<file path="config.mk">
export PLATFORM = sky130hd
export DESIGN_NAME = mcd_datapath
export DESIGN_NICKNAME = d
export VERILOG_FILES = /design/src/rtl/mcd_pkg.sv /design/src/rtl/mcd_regfile.sv /design/src/rtl/mcd_alu_ctl.sv /design/src/rtl/mcd_alu.sv /design/src/rtl/mcd_datapath.sv
export SDC_FILE = /design/constraint.sdc
export NUM_CORES = 2
export LEC_CHECK = 0
export ABC_AREA = 1
export BUFFER_PORTS_ARGS = -buffer_cell sky130_fd_sc_hd__buf_2
export CAP_MARGIN = 20
export CORE_MARGIN = 5
export CORE_UTILIZATION = 45
export CTS_CLUSTER_SIZE = 20
export DETAILED_ROUTE_END_ITERATION = 16
export PLACE_DENSITY = 0.58
export SLEW_MARGIN = 10
export SYNTH_ARGS = -nofsm -noshare
export SYNTH_HDL_FRONTEND = slang
export SYNTH_SLANG_ARGS = --single-unit
export TNS_END_PERCENT = 10
</file>
<file path="constraint.sdc">
create_clock -name clk -period 5.34 [get_ports clk]
set_clock_uncertainty 0.1 [all_clocks]
set_input_delay 0 -clock clk [delete_from_list [all_inputs] [get_ports clk]]
set_output_delay 0 -clock clk [all_outputs]
set_load 0.02 [all_outputs]
</file>
<file path="src/rtl/mcd_pkg.sv">
package mcd_pkg;
  typedef enum logic [1:0] {
    SRCB_REG    = 2'b00,
    SRCB_FOUR   = 2'b01,
    SRCB_IMM    = 2'b10,
    SRCB_IMM_SH = 2'b11
  } srcb_e;

  typedef enum logic [1:0] {
    PCS_LIVE = 2'b00,
    PCS_HELD = 2'b01,
    PCS_JUMP = 2'b10,
    PCS_RSV  = 2'b11
  } pcsrc_e;

  typedef enum logic [1:0] {
    MODE_ADD   = 2'b00,
    MODE_SUB   = 2'b01,
    MODE_FUNCT = 2'b10,
    MODE_RSV   = 2'b11
  } amode_e;

  typedef enum logic [2:0] {
    OP_ADD,
    OP_SUB,
    OP_AND,
    OP_OR,
    OP_SLT
  } aluop_e;

  localparam logic [5:0] FN_ADD = 6'b100000;
  localparam logic [5:0] FN_SUB = 6'b100010;
  localparam logic [5:0] FN_AND = 6'b100100;
  localparam logic [5:0] FN_OR  = 6'b100101;
  localparam logic [5:0] FN_SLT = 6'b101010;
endpackage

</file>
<file path="src/rtl/mcd_regfile.sv">
module mcd_regfile #(
  parameter int W  = 32,
  parameter int AW = 5
) (
  input  logic          clk,
  input  logic          we,
  input  logic [AW-1:0] wa,
  input  logic [W-1:0]  wd,
  input  logic [AW-1:0] ra0,
  input  logic [AW-1:0] ra1,
  output logic [W-1:0]  rd0,
  output logic [W-1:0]  rd1
);
  localparam int DEPTH = 1 << AW;

  logic [W-1:0] store [DEPTH];
  logic [W-1:0] q0, q1;
  logic         z0, z1;

  // Synchronous read with old-data semantics; the read registers act as
  // the A and B operand registers of the datapath.
  always_ff @(posedge clk) begin
    if (we) store[wa] <= wd;
    q0 <= store[ra0];
    q1 <= store[ra1];
    z0 <= (ra0 == '0);
    z1 <= (ra1 == '0);
  end

  assign rd0 = z0 ? '0 : q0;
  assign rd1 = z1 ? '0 : q1;
endmodule

</file>
<file path="src/rtl/mcd_alu_ctl.sv">
module mcd_alu_ctl
  import mcd_pkg::*;
(
  input  logic [1:0] mode,
  input  logic [5:0] funct,
  output aluop_e     op
);
  always_comb begin
    unique case (amode_e'(mode))
      MODE_SUB:   op = OP_SUB;
      MODE_FUNCT: begin
        unique case (funct)
          FN_SUB:  op = OP_SUB;
          FN_AND:  op = OP_AND;
          FN_OR:   op = OP_OR;
          FN_SLT:  op = OP_SLT;
          default: op = OP_ADD;
        endcase
      end
      default:    op = OP_ADD;
    endcase
  end
endmodule

</file>
<file path="src/rtl/mcd_alu.sv">
module mcd_alu
  import mcd_pkg::*;
#(
  parameter int W = 32
) (
  input  aluop_e       op,
  input  logic [W-1:0] a,
  input  logic [W-1:0] b,
  output logic [W-1:0] y,
  output logic         zero
);
  always_comb begin
    unique case (op)
      OP_SUB:  y = a - b;
      OP_AND:  y = a & b;
      OP_OR:   y = a | b;
      OP_SLT:  y = {{(W-1){1'b0}}, ($signed(a) < $signed(b))};
      default: y = a + b;
    endcase
  end

  assign zero = (y == '0);
endmodule

</file>
<file path="src/rtl/mcd_datapath.sv">
module mcd_datapath
  import mcd_pkg::*;
#(
  parameter int XLEN = 32
) (
  input  logic            clk,
  input  logic            rst,
  input  logic            ctl_pc_wr,
  input  logic            ctl_pc_wr_cond,
  input  logic            ctl_addr_sel,
  input  logic            ctl_mem_rd,
  input  logic            ctl_mem_wr,
  input  logic            ctl_ir_wr,
  input  logic            ctl_wb_sel,
  input  logic            ctl_dst_sel,
  input  logic            ctl_rf_wr,
  input  logic            ctl_srca,
  input  logic [1:0]      ctl_srcb,
  input  logic [1:0]      ctl_alu_mode,
  input  logic [1:0]      ctl_pc_src,
  input  logic [XLEN-1:0] mem_rdata,
  output logic [XLEN-1:0] mem_addr,
  output logic [XLEN-1:0] mem_wdata,
  output logic            mem_rd,
  output logic            mem_wr,
  output logic [5:0]      opcode,
  output logic            alu_zero
);
  localparam int REG_AW  = 5;
  localparam int IMM_W   = 16;
  localparam int JIDX_W  = 26;
  localparam int PCHI_W  = XLEN - JIDX_W - 2;

  logic [XLEN-1:0] pc_q, ir_q, mdr_q, aluout_q;
  logic [XLEN-1:0] a_q, b_q;
  logic [XLEN-1:0] opnd_a, opnd_b, alu_y, pc_next, imm_sx, wb_data;
  logic [REG_AW-1:0] rs_f, rt_f, rd_f, wr_idx;
  aluop_e alu_op;

  assign rs_f   = ir_q[25:21];
  assign rt_f   = ir_q[20:16];
  assign rd_f   = ir_q[15:11];
  assign imm_sx = {{(XLEN-IMM_W){ir_q[IMM_W-1]}}, ir_q[IMM_W-1:0]};

  assign wr_idx  = ctl_dst_sel ? rd_f : rt_f;
  assign wb_data = ctl_wb_sel ? mdr_q : aluout_q;

  mcd_regfile #(.W(XLEN), .AW(REG_AW)) u_rf (
    .clk (clk),
    .we  (ctl_rf_wr),
    .wa  (wr_idx),
    .wd  (wb_data),
    .ra0 (rs_f),
    .ra1 (rt_f),
    .rd0 (a_q),
    .rd1 (b_q)
  );

  assign opnd_a = ctl_srca ? a_q : pc_q;

  always_comb begin
    unique case (srcb_e'(ctl_srcb))
      SRCB_FOUR:   opnd_b = XLEN'(4);
      SRCB_IMM:    opnd_b = imm_sx;
      SRCB_IMM_SH: opnd_b = {imm_sx[XLEN-3:0], 2'b00};
      default:     opnd_b = b_q;
    endcase
  end

  mcd_alu_ctl u_actl (
    .mode  (ctl_alu_mode),
    .funct (ir_q[5:0]),
    .op    (alu_op)
  );

  mcd_alu #(.W(XLEN)) u_alu (
    .op   (alu_op),
    .a    (opnd_a),
    .b    (opnd_b),
    .y    (alu_y),
    .zero (alu_zero)
  );

  always_comb begin
    unique case (pcsrc_e'(ctl_pc_src))
      PCS_HELD: pc_next = aluout_q;
      PCS_JUMP: pc_next = {pc_q[XLEN-1 -: PCHI_W], ir_q[JIDX_W-1:0], 2'b00};
      default:  pc_next = alu_y;
    endcase
  end

  always_ff @(posedge clk) begin
    if (rst) begin
      pc_q     <= '0;
      ir_q     <= '0;
      mdr_q    <= '0;
      aluout_q <= '0;
    end else begin
      if (ctl_pc_wr || (ctl_pc_wr_cond && alu_zero)) pc_q <= pc_next;
      if (ctl_ir_wr) ir_q <= mem_rdata;
      mdr_q    <= mem_rdata;
      aluout_q <= alu_y;
    end
  end

  assign mem_addr  = ctl_addr_sel ? aluout_q : pc_q;
  assign mem_wdata = b_q;
  assign mem_rd    = ctl_mem_rd;
  assign mem_wr    = ctl_mem_wr;
  assign opcode    = ir_q[31:26];
endmodule

</file>
; After elaboration in Yosys (flattened, before gate mapping)
; Memories as Yosys holds them, arrays and structs flattened. A register that Yosys moved wholly into a read port is not among the register bits.
; Index checks and enable logic that the tools add are counted.
[totals]
register_bits = 130
inputBits = 50
word_cells = 48
output_inout_bits = 73
ram_bits = 1024
memories = 1
[mem_list]
columns = name, depth, word_bits, rd, rd_clocked_by_memory_dff, write_ports, line_no
row1 = u_rf.store, 32, 32, 2, 2, 1, mcd_regfile.sv:16  ; logic [W-1:0] store [DEPTH];
[op_classes]
n_eq_ne = 15
muxes = 13
bitwise_logic = 3
add_sub_neg = 2
n_reduce_logical = 6
magnitude_cmp = 1
[op_table]
columns = operator, n
row1 = $mux 32, 5
row2 = $pmux 32 s4, 1
row3 = $pmux 32 s3, 1
row4 = $pmux 32 s2, 1
row5 = $add 32x32->32, 1
row6 = $and 32x32->32, 1
row7 = $logic_not 32->1, 1
row8 = $lt 32x32->1, 1
row9 = $or 32x32->32, 1
row10 = $sub 32x32->32, 1
row11 = $eq 6x6->1 const B, 4
row12 = $pmux 3 s4, 1
row13 = $logic_not 5->1, 2
row14 = $eq 2x2->1 const B, 4
row15 = $eq 2x1->1 const B, 3
row16 = $eq 3x2->1 const B, 2
row17 = $pmux 3 s2, 1
row18 = $mux 5, 1
row19 = $eq 3x1->1 const B, 1
row20 = $eq 3x3->1 const B, 1
row21 = $mux 1, 2
row22 = $reduce_and 2->1, 1
row23 = $logic_and 1x1->1, 1
row24 = $logic_or 1x1->1, 1
row25 = $not 1->1, 1

; Logic depth before layout (Yosys ltp)
[logic_depth]
word_depth = 9
ltp_mapped = 32
ltp_nobuf = 28

; Modules after synthesis
; A second synthesis with hierarchy kept.
[hier_totals]
hier_cells = 8837
hier_area_um2 = 67836.3
[by_module_without_submodules]
columns = module, seq_area_each_um2, area_each_um2, cells_each, n_inst
row1 = mcd_regfile, 32070.8, 54647.4, 6506, 1
row2 = mcd_alu, 0.0, 6744.0, 1351, 1
row3 = mcd_datapath, 2562.5, 6316.1, 953, 1
row4 = mcd_alu_ctl, 0.0, 128.9, 27, 1

; Worst setup path before layout
; Ideal clock, no wire load.
[synth_timing]
path_type = register -> register
from = register u_rf.z1
to = register pc_q[14]
n_path_buf = 3
setup_slack_ps = 1476
arrival_time_ps = 3648
t_required_ps = 5124
path_stages_with_launch = 30
synth_period_minus_slack_ps = 3864
setup_ps = 116
cell_sequence = dfxtp_1 clkbuf_1 clkinv_1 clkbuf_1 nand2_1 a21oi_1 ha_1 inv_1 fa_1 inv_1 nand3_1 nand2_1 nand2_1 nand2_1 nand2_1 nand2_1 nand2_1 nand2_1 nand2_1 nand3_1 nand3_1 nor2_1 nand2_1 nor2_1 nand4_2 nand2_4 inv_4 buf_6 nor2_2 nor2_1
[synth_via]
elab_chain_cells = 7
elab_cells_between_ends = 12
cone_classes = 2 x add/sub / 1 x order compare / 4 x mux / 2 x bitwise / 3 x reduce/logical
[synth_lines]
columns = item, line_no
row1 = "start, declared", mcd_regfile.sv:18  ; logic z0, z1;
row2 = "start signal, assigned", mcd_regfile.sv:27  ; z1 <= (ra1 == '0);
row3 = $mux 32 (*), mcd_regfile.sv:31  ; assign rd1 = z1 ? '0 : q1;
row4 = $pmux 32 s3 (*), mcd_datapath.sv:62  ; unique case (srcb_e'(ctl_srcb))
row5 = $add 32x32->32 (tied with other cells), mcd_alu.sv:18  ; default: y = a + b;
row6 = $pmux 32 s4 (*), mcd_alu.sv:13  ; unique case (op)
row7 = $logic_not 32->1, mcd_alu.sv:22  ; assign zero = (y == '0);
row8 = $logic_and 1x1->1, mcd_datapath.sv:99  ; if (ctl_pc_wr || (ctl_pc_wr_cond && alu_zero)) pc_q <= pc_next;
row9 = $logic_or 1x1->1, mcd_datapath.sv:99
row10 = "end signal, assigned", mcd_datapath.sv:99
row11 = "end, declared", mcd_datapath.sv:34  ; logic [XLEN-1:0] pc_q, ir_q, mdr_q, aluout_q;
; Mark *: on every way between the ends. The rest lies on a longest branch, timed or not.
; A chain may end at the register's enable or synchronous reset.

; Worst setup path after layout
[layout_timing]
from = register u_rf.z1
to = output alu_zero
[layout_via]
elab_chain_cells = 5
elab_cells_between_ends = 9
cone_classes = 2 x add/sub / 1 x order compare / 3 x mux / 2 x bitwise / 1 x reduce/logical
[layout_lines]
columns = item, line_no
row1 = $mux 32 (*), mcd_regfile.sv:31
row2 = $pmux 32 s3 (*), mcd_datapath.sv:62
row3 = $add 32x32->32 (tied with other cells), mcd_alu.sv:18
row4 = $pmux 32 s4 (*), mcd_alu.sv:13
row5 = $logic_not 32->1 (*), mcd_alu.sv:22
row6 = "end, declared", mcd_datapath.sv:27  ; output logic alu_zero
; Marks and branches as above.

==> impl.org <==
** Clock tree
- Counting every sink on the clock net gives 1,218.
- Buffer depth of the longest clock path :: 3
- CTS tree :: built
- Clock-pin slew was measured on the worst setup and hold paths at ~0.070 ns.
- Clk_lat worst skew :: roughly 0.80 ns
- Clock root buffer master :: sky130_fd_sc_hd__clkbuf_16
- Buffers inserted during clock tree synthesis total between 100 and 150.
- In this run the number of H-tree levels came out at 4.

** STA
- Max-slew violation count :: 0
- Static timing analysis puts the maximum clock frequency at a little under 200 MHz.
- Relative max-transition margin :: 0.234
- Final-layout worst hold slack :: between 0.1 and 0.15 ns
- The worst path needs about 5.1 ns of the cycle, external delays included.
- Setup repair after global routing left no endpoint under its margin.
- Dividing the final minimum period by the clock period gives 0.950.
- Count of final setup violators :: 0
- Adding up every negative setup slack in the final design gives 0 ns.
- Hold violation count in the final report :: 0
- For the pin with the worst max-slew slack, the measured transition is roughly 1.1 ns.

** Final layout
- In the layout the commonest cells are 1,230 x sky130_fd_sc_hd__nand2_1, 1,066 x sky130_fd_sc_hd__o21ai_0, 1,024 x sky130_fd_sc_hd__edfxtp_1, 921 x sky130_fd_sc_hd__inv_1, 616 x sky130_fd_sc_hd__nor2_1.
- At the end of the flow, the number of nets in the layout was roughly 7,600.
- Most common library cell in the layout ignoring fill and taps :: sky130_fd_sc_hd__nand2_1
- Area growth from synthesis to final layout :: 13.5%
- Of the cells placed in the final design, the portion with a size suffix greater than 1 is 0.0881.
- Post-Layout Cell Count :: 9,468

** Worst hold path
- The worst hold path belongs to the class input pin to flip-flop.
- Count of cells along the worst hold path :: 7
- Hold Crit Start :: ctl_alu_mode[0]

** Placement
- At the end of routability-driven placement, the weighted congestion stood at 0.986.
- Port bufs :: 118
- Detailed Place HPWL :: between 150,000 and 200,000 um
- Cells after DPL :: between 9,000 and 10,000

** Power and ir drop
- Combinational share of power :: 0.207
- The worst-case IR drop observed on VDD is ~0.00025 V.
- Int Pwr :: 0.0177 W
- Static leakage :: 28.2 nW
- Of the total power, the share spent switching nets is 0.318.
- Pwr dens :: ~360 mW/mm^2
- Final Power :: around 0.026 W
- The share of total power dissipated in the clock network is 0.365.
- Share of total power in sequential cells :: 0.428
- The analysis attributes to net switching a power of around 0.0083 W.

** Die
- Die span in x :: slightly below 400 um
- The floorplan step set the die height to 388 um.
- The floorplan has about 140 rows.
- IO Count :: 123
- Starting utilization of the core area :: 0.453
- DIE AREA :: between 0.15 and 0.2 sq mm
- The core region is about 0.14 sq mm.

** Critical path
- STA classifies the critical path startpoint as a flip-flop.
- The critical path starts at u_rf.z1$_DFF_P_.
- Reg-to-reg critical path startpoint :: u_rf.z1$_DFF_P_
- The signal on the critical path passes through buf_4, nor2_1, nor2_1, a221oi_2, ha_2, nor2_1, inv_1, nor2_1, a21oi_1, nand2_1, nand2_1, nand3_1, nand3_1, nor2_1, buf_4, nand2_1, nor2_2, nand3_1, nor3_1, nand4_1, nor3_2, buf_2.
- For this run, the slowest stage of the critical path takes between 0.4 and 0.5 ns.
- Setup Crit Path Kind :: flip-flop to output pin
- Slowest cell on crit path :: sky130_fd_sc_hd__ha_2
- Crit path depth :: 22
- The worst register-to-register path has a setup slack of between 0.4 and 0.5 ns.
- Crit. End Element :: output pin
- Among the stages of the critical path, the cell type that occurs most often is sky130_fd_sc_hd__nor2_1.
- Counting cells, the worst reg-to-reg path comes to 24.
- Arrival time of the worst setup path :: just under 5 ns
- Together, buffers and inverters on the worst path number 4.
- Of all nets on the critical path, the largest fanout is 17.
- At the worst endpoint, the required time is around 5.2 ns.
- The kind of cell with the highest combined delay along the critical path is simple AND/OR/NAND/NOR gates.

** Drt
- Vias per cell :: roughly 6
- After the first detailed-routing iteration, the DRC count stood at approximately 8,400.
- For this block, the routed nets add up to roughly 260,000 um of wire.
- In the routed design, unresolved DRC markers number 0.
- Count of antenna-violating nets left after detailed routing :: 0
- Wire length per cell after detailed routing :: 27.3 um
- The routed layout has approximately 57,000 vias.
- The first TritonRoute pass finished after 7 iterations.

** Synth
- Fraction of the yosys area taken by sequential cells :: 0.539
- The post-synthesis compound-gate area fraction came to 0.191.
- Synthesized flop and latch total :: between 1,000 and 1,500
- Mean instance size in the synthesized netlist :: 8.61 sq um
- Commonest register cell after synthesis :: sky130_fd_sc_hd__edfxtp_1
- Post-Synth Adder-Cell Area :: 0.0201
- Post-Synthesis Net Count :: 7,605
- Of the total synthesized cell area, the portion taken by XOR and XNOR cells is 0.00123.
- Main combinational cell family by area after synthesis :: compound AO/OA/AOI/OAI gates
- After synthesis, the share of cell area in mux cells is 0.000175.
- In this run, synthesis inferred about 1,000 flip-flops with an integrated enable.
- For this run, the number of Yosys warnings is 0.
- Unique masters post-synth :: 55
- Asr flop ratio synth :: 0
- Post-synthesis simple-gate area fraction :: 0.160
- Cells after synthesis :: roughly 7,500
- Cell area after synthesis :: between 0.06 and 0.07 sq mm

** Global routing
- The number of global-route vias before repair came to about 53,000.
- Maximum number of pins on one net before global-route repair :: about 230
- The total overflow left after global routing is 0.
- Total global-route track usage :: 0.332
- The first global-routing pass estimated between 300,000 and 400,000 um of wire.
- The initial antenna violation count was 14.

** Run status
- Result of the run :: finished clean

** Job
- Max-Cap Viols :: 0
-- stage by stage --
step / instance area, sq um / utilization / setup slack [ns]
CTS: 72800 / 0.513 / 0.0543
global placement: 67300 / 0.475 / 0.523
finish: 72900 / 0.514 / 0.267
global route: 72900 / 0.514 / 0.0165
floorplan: 64200 / - / 1.48
detailed placement: 67300 / 0.475 / 0.587
-- kinds of logic (layout without fill, tap and decap cells) --
| logic type | after synthesis | count (layout) |
|---|---|---|
| simple gates | 2476 | 2476 |
| mux | 1 | 1 |
| compound gates | 2184 | 2184 |
| flops | 1218 | 1218 |
| buf+inv | 1463 | 1582 |
| xor+xnor | 9 | 9 |
| other cells | 0 | 6 |
| fa+ha+maj | 102 | 102 |
-- layout make-up --
class | count | area, sq um
clock buffers | 187 | 3830
well taps | 1890 | 2360
inverters | 940 | 3560
diodes | 6 | 15.0
clock inverters | 66 | 648
repair buffers | 389 | 3330
flip-flops and latches | 1218 | 34700
fillers | 13000 | 68900
multi-input cells | 4772 | 24500
-- sequential cells by signal, summed over array words and instances (netlist names) --
register,count
aluout_q,32
ir_q,32
mdr_q,32
pc_q,32
u_rf.q0,32
u_rf.q1,32
u_rf.store,1024
u_rf.z0,1
u_rf.z1,1
-- worst min-delay path: cells and delay by family --
family | cells | cell delay, ns
AND/OR/NAND/NOR | 5 | 0.68
adder cells (fa/ha/maj) | 1 | 0.19
buffers and inverters | 1 | 0.10
-- routing by layer --
| metal | wire, um | vias to the layer above | track usage |
|---|---|---|---|
| li1 | - | 25700 | - |
| met1 | 101000 | 27600 | 0.450 |
| met2 | 115000 | 3454 | 0.515 |
| met3 | 27600 | 630 | 0.0615 |
| met4 | 15000 | 2 | 0.163 |
| met5 | 13 | - | 0 |
-- power by group through the flow --
stage	Combinational, W	Sequential, W	Clock, W
after floorplan	0.00306	0.0111	0
after global placement	0.00514	0.0113	0
after detailed placement	0.00515	0.0113	0
after CTS	0.00523	0.0111	0.00955
after global routing	0.00574	0.0111	0.00994
final	0.00537	0.0111	0.00946
-- final timing paths --
check | end
max | alu_zero
min | aluout_q[5]$_SDFF_PP0_
max reg2reg | pc_q[8]$_SDFFE_PP0P_
min reg2reg | pc_q[28]$_SDFFE_PP0P_
-- Yosys cell counts (all sizes together), types with 13 or more instances --
cell / instances / area, sq um
nand2: 1238 / 4690
o21ai: 1108 / 5550
edfxtp: 1024 / 30700
inv: 933 / 3510
nor2: 690 / 2680
a21oi: 519 / 2600
nand3: 440 / 2230
clkbuf: 419 / 1570
o211ai: 292 / 2190
dfxtp: 194 / 3880
o22ai: 122 / 763
buf: 104 / 534
ha: 100 / 1250
nand4: 53 / 344
a22oi: 35 / 263
a221oi: 30 / 263
nor3: 24 / 120
or2: 15 / 93.8
o2111ai: 13 / 114
-- repair_timing --
action / 4_1_cts / 5_1_grt
endpoints found under the setup margin: 1 / 2
buffers inserted: 0 / 1
resized for setup: 4 / 16
hold endpoints to repair: 395 / 0
pin swaps: 0 / 1
hold buffers: 95 / 0
No activity file was read; power rests on OpenSTA's default activity.
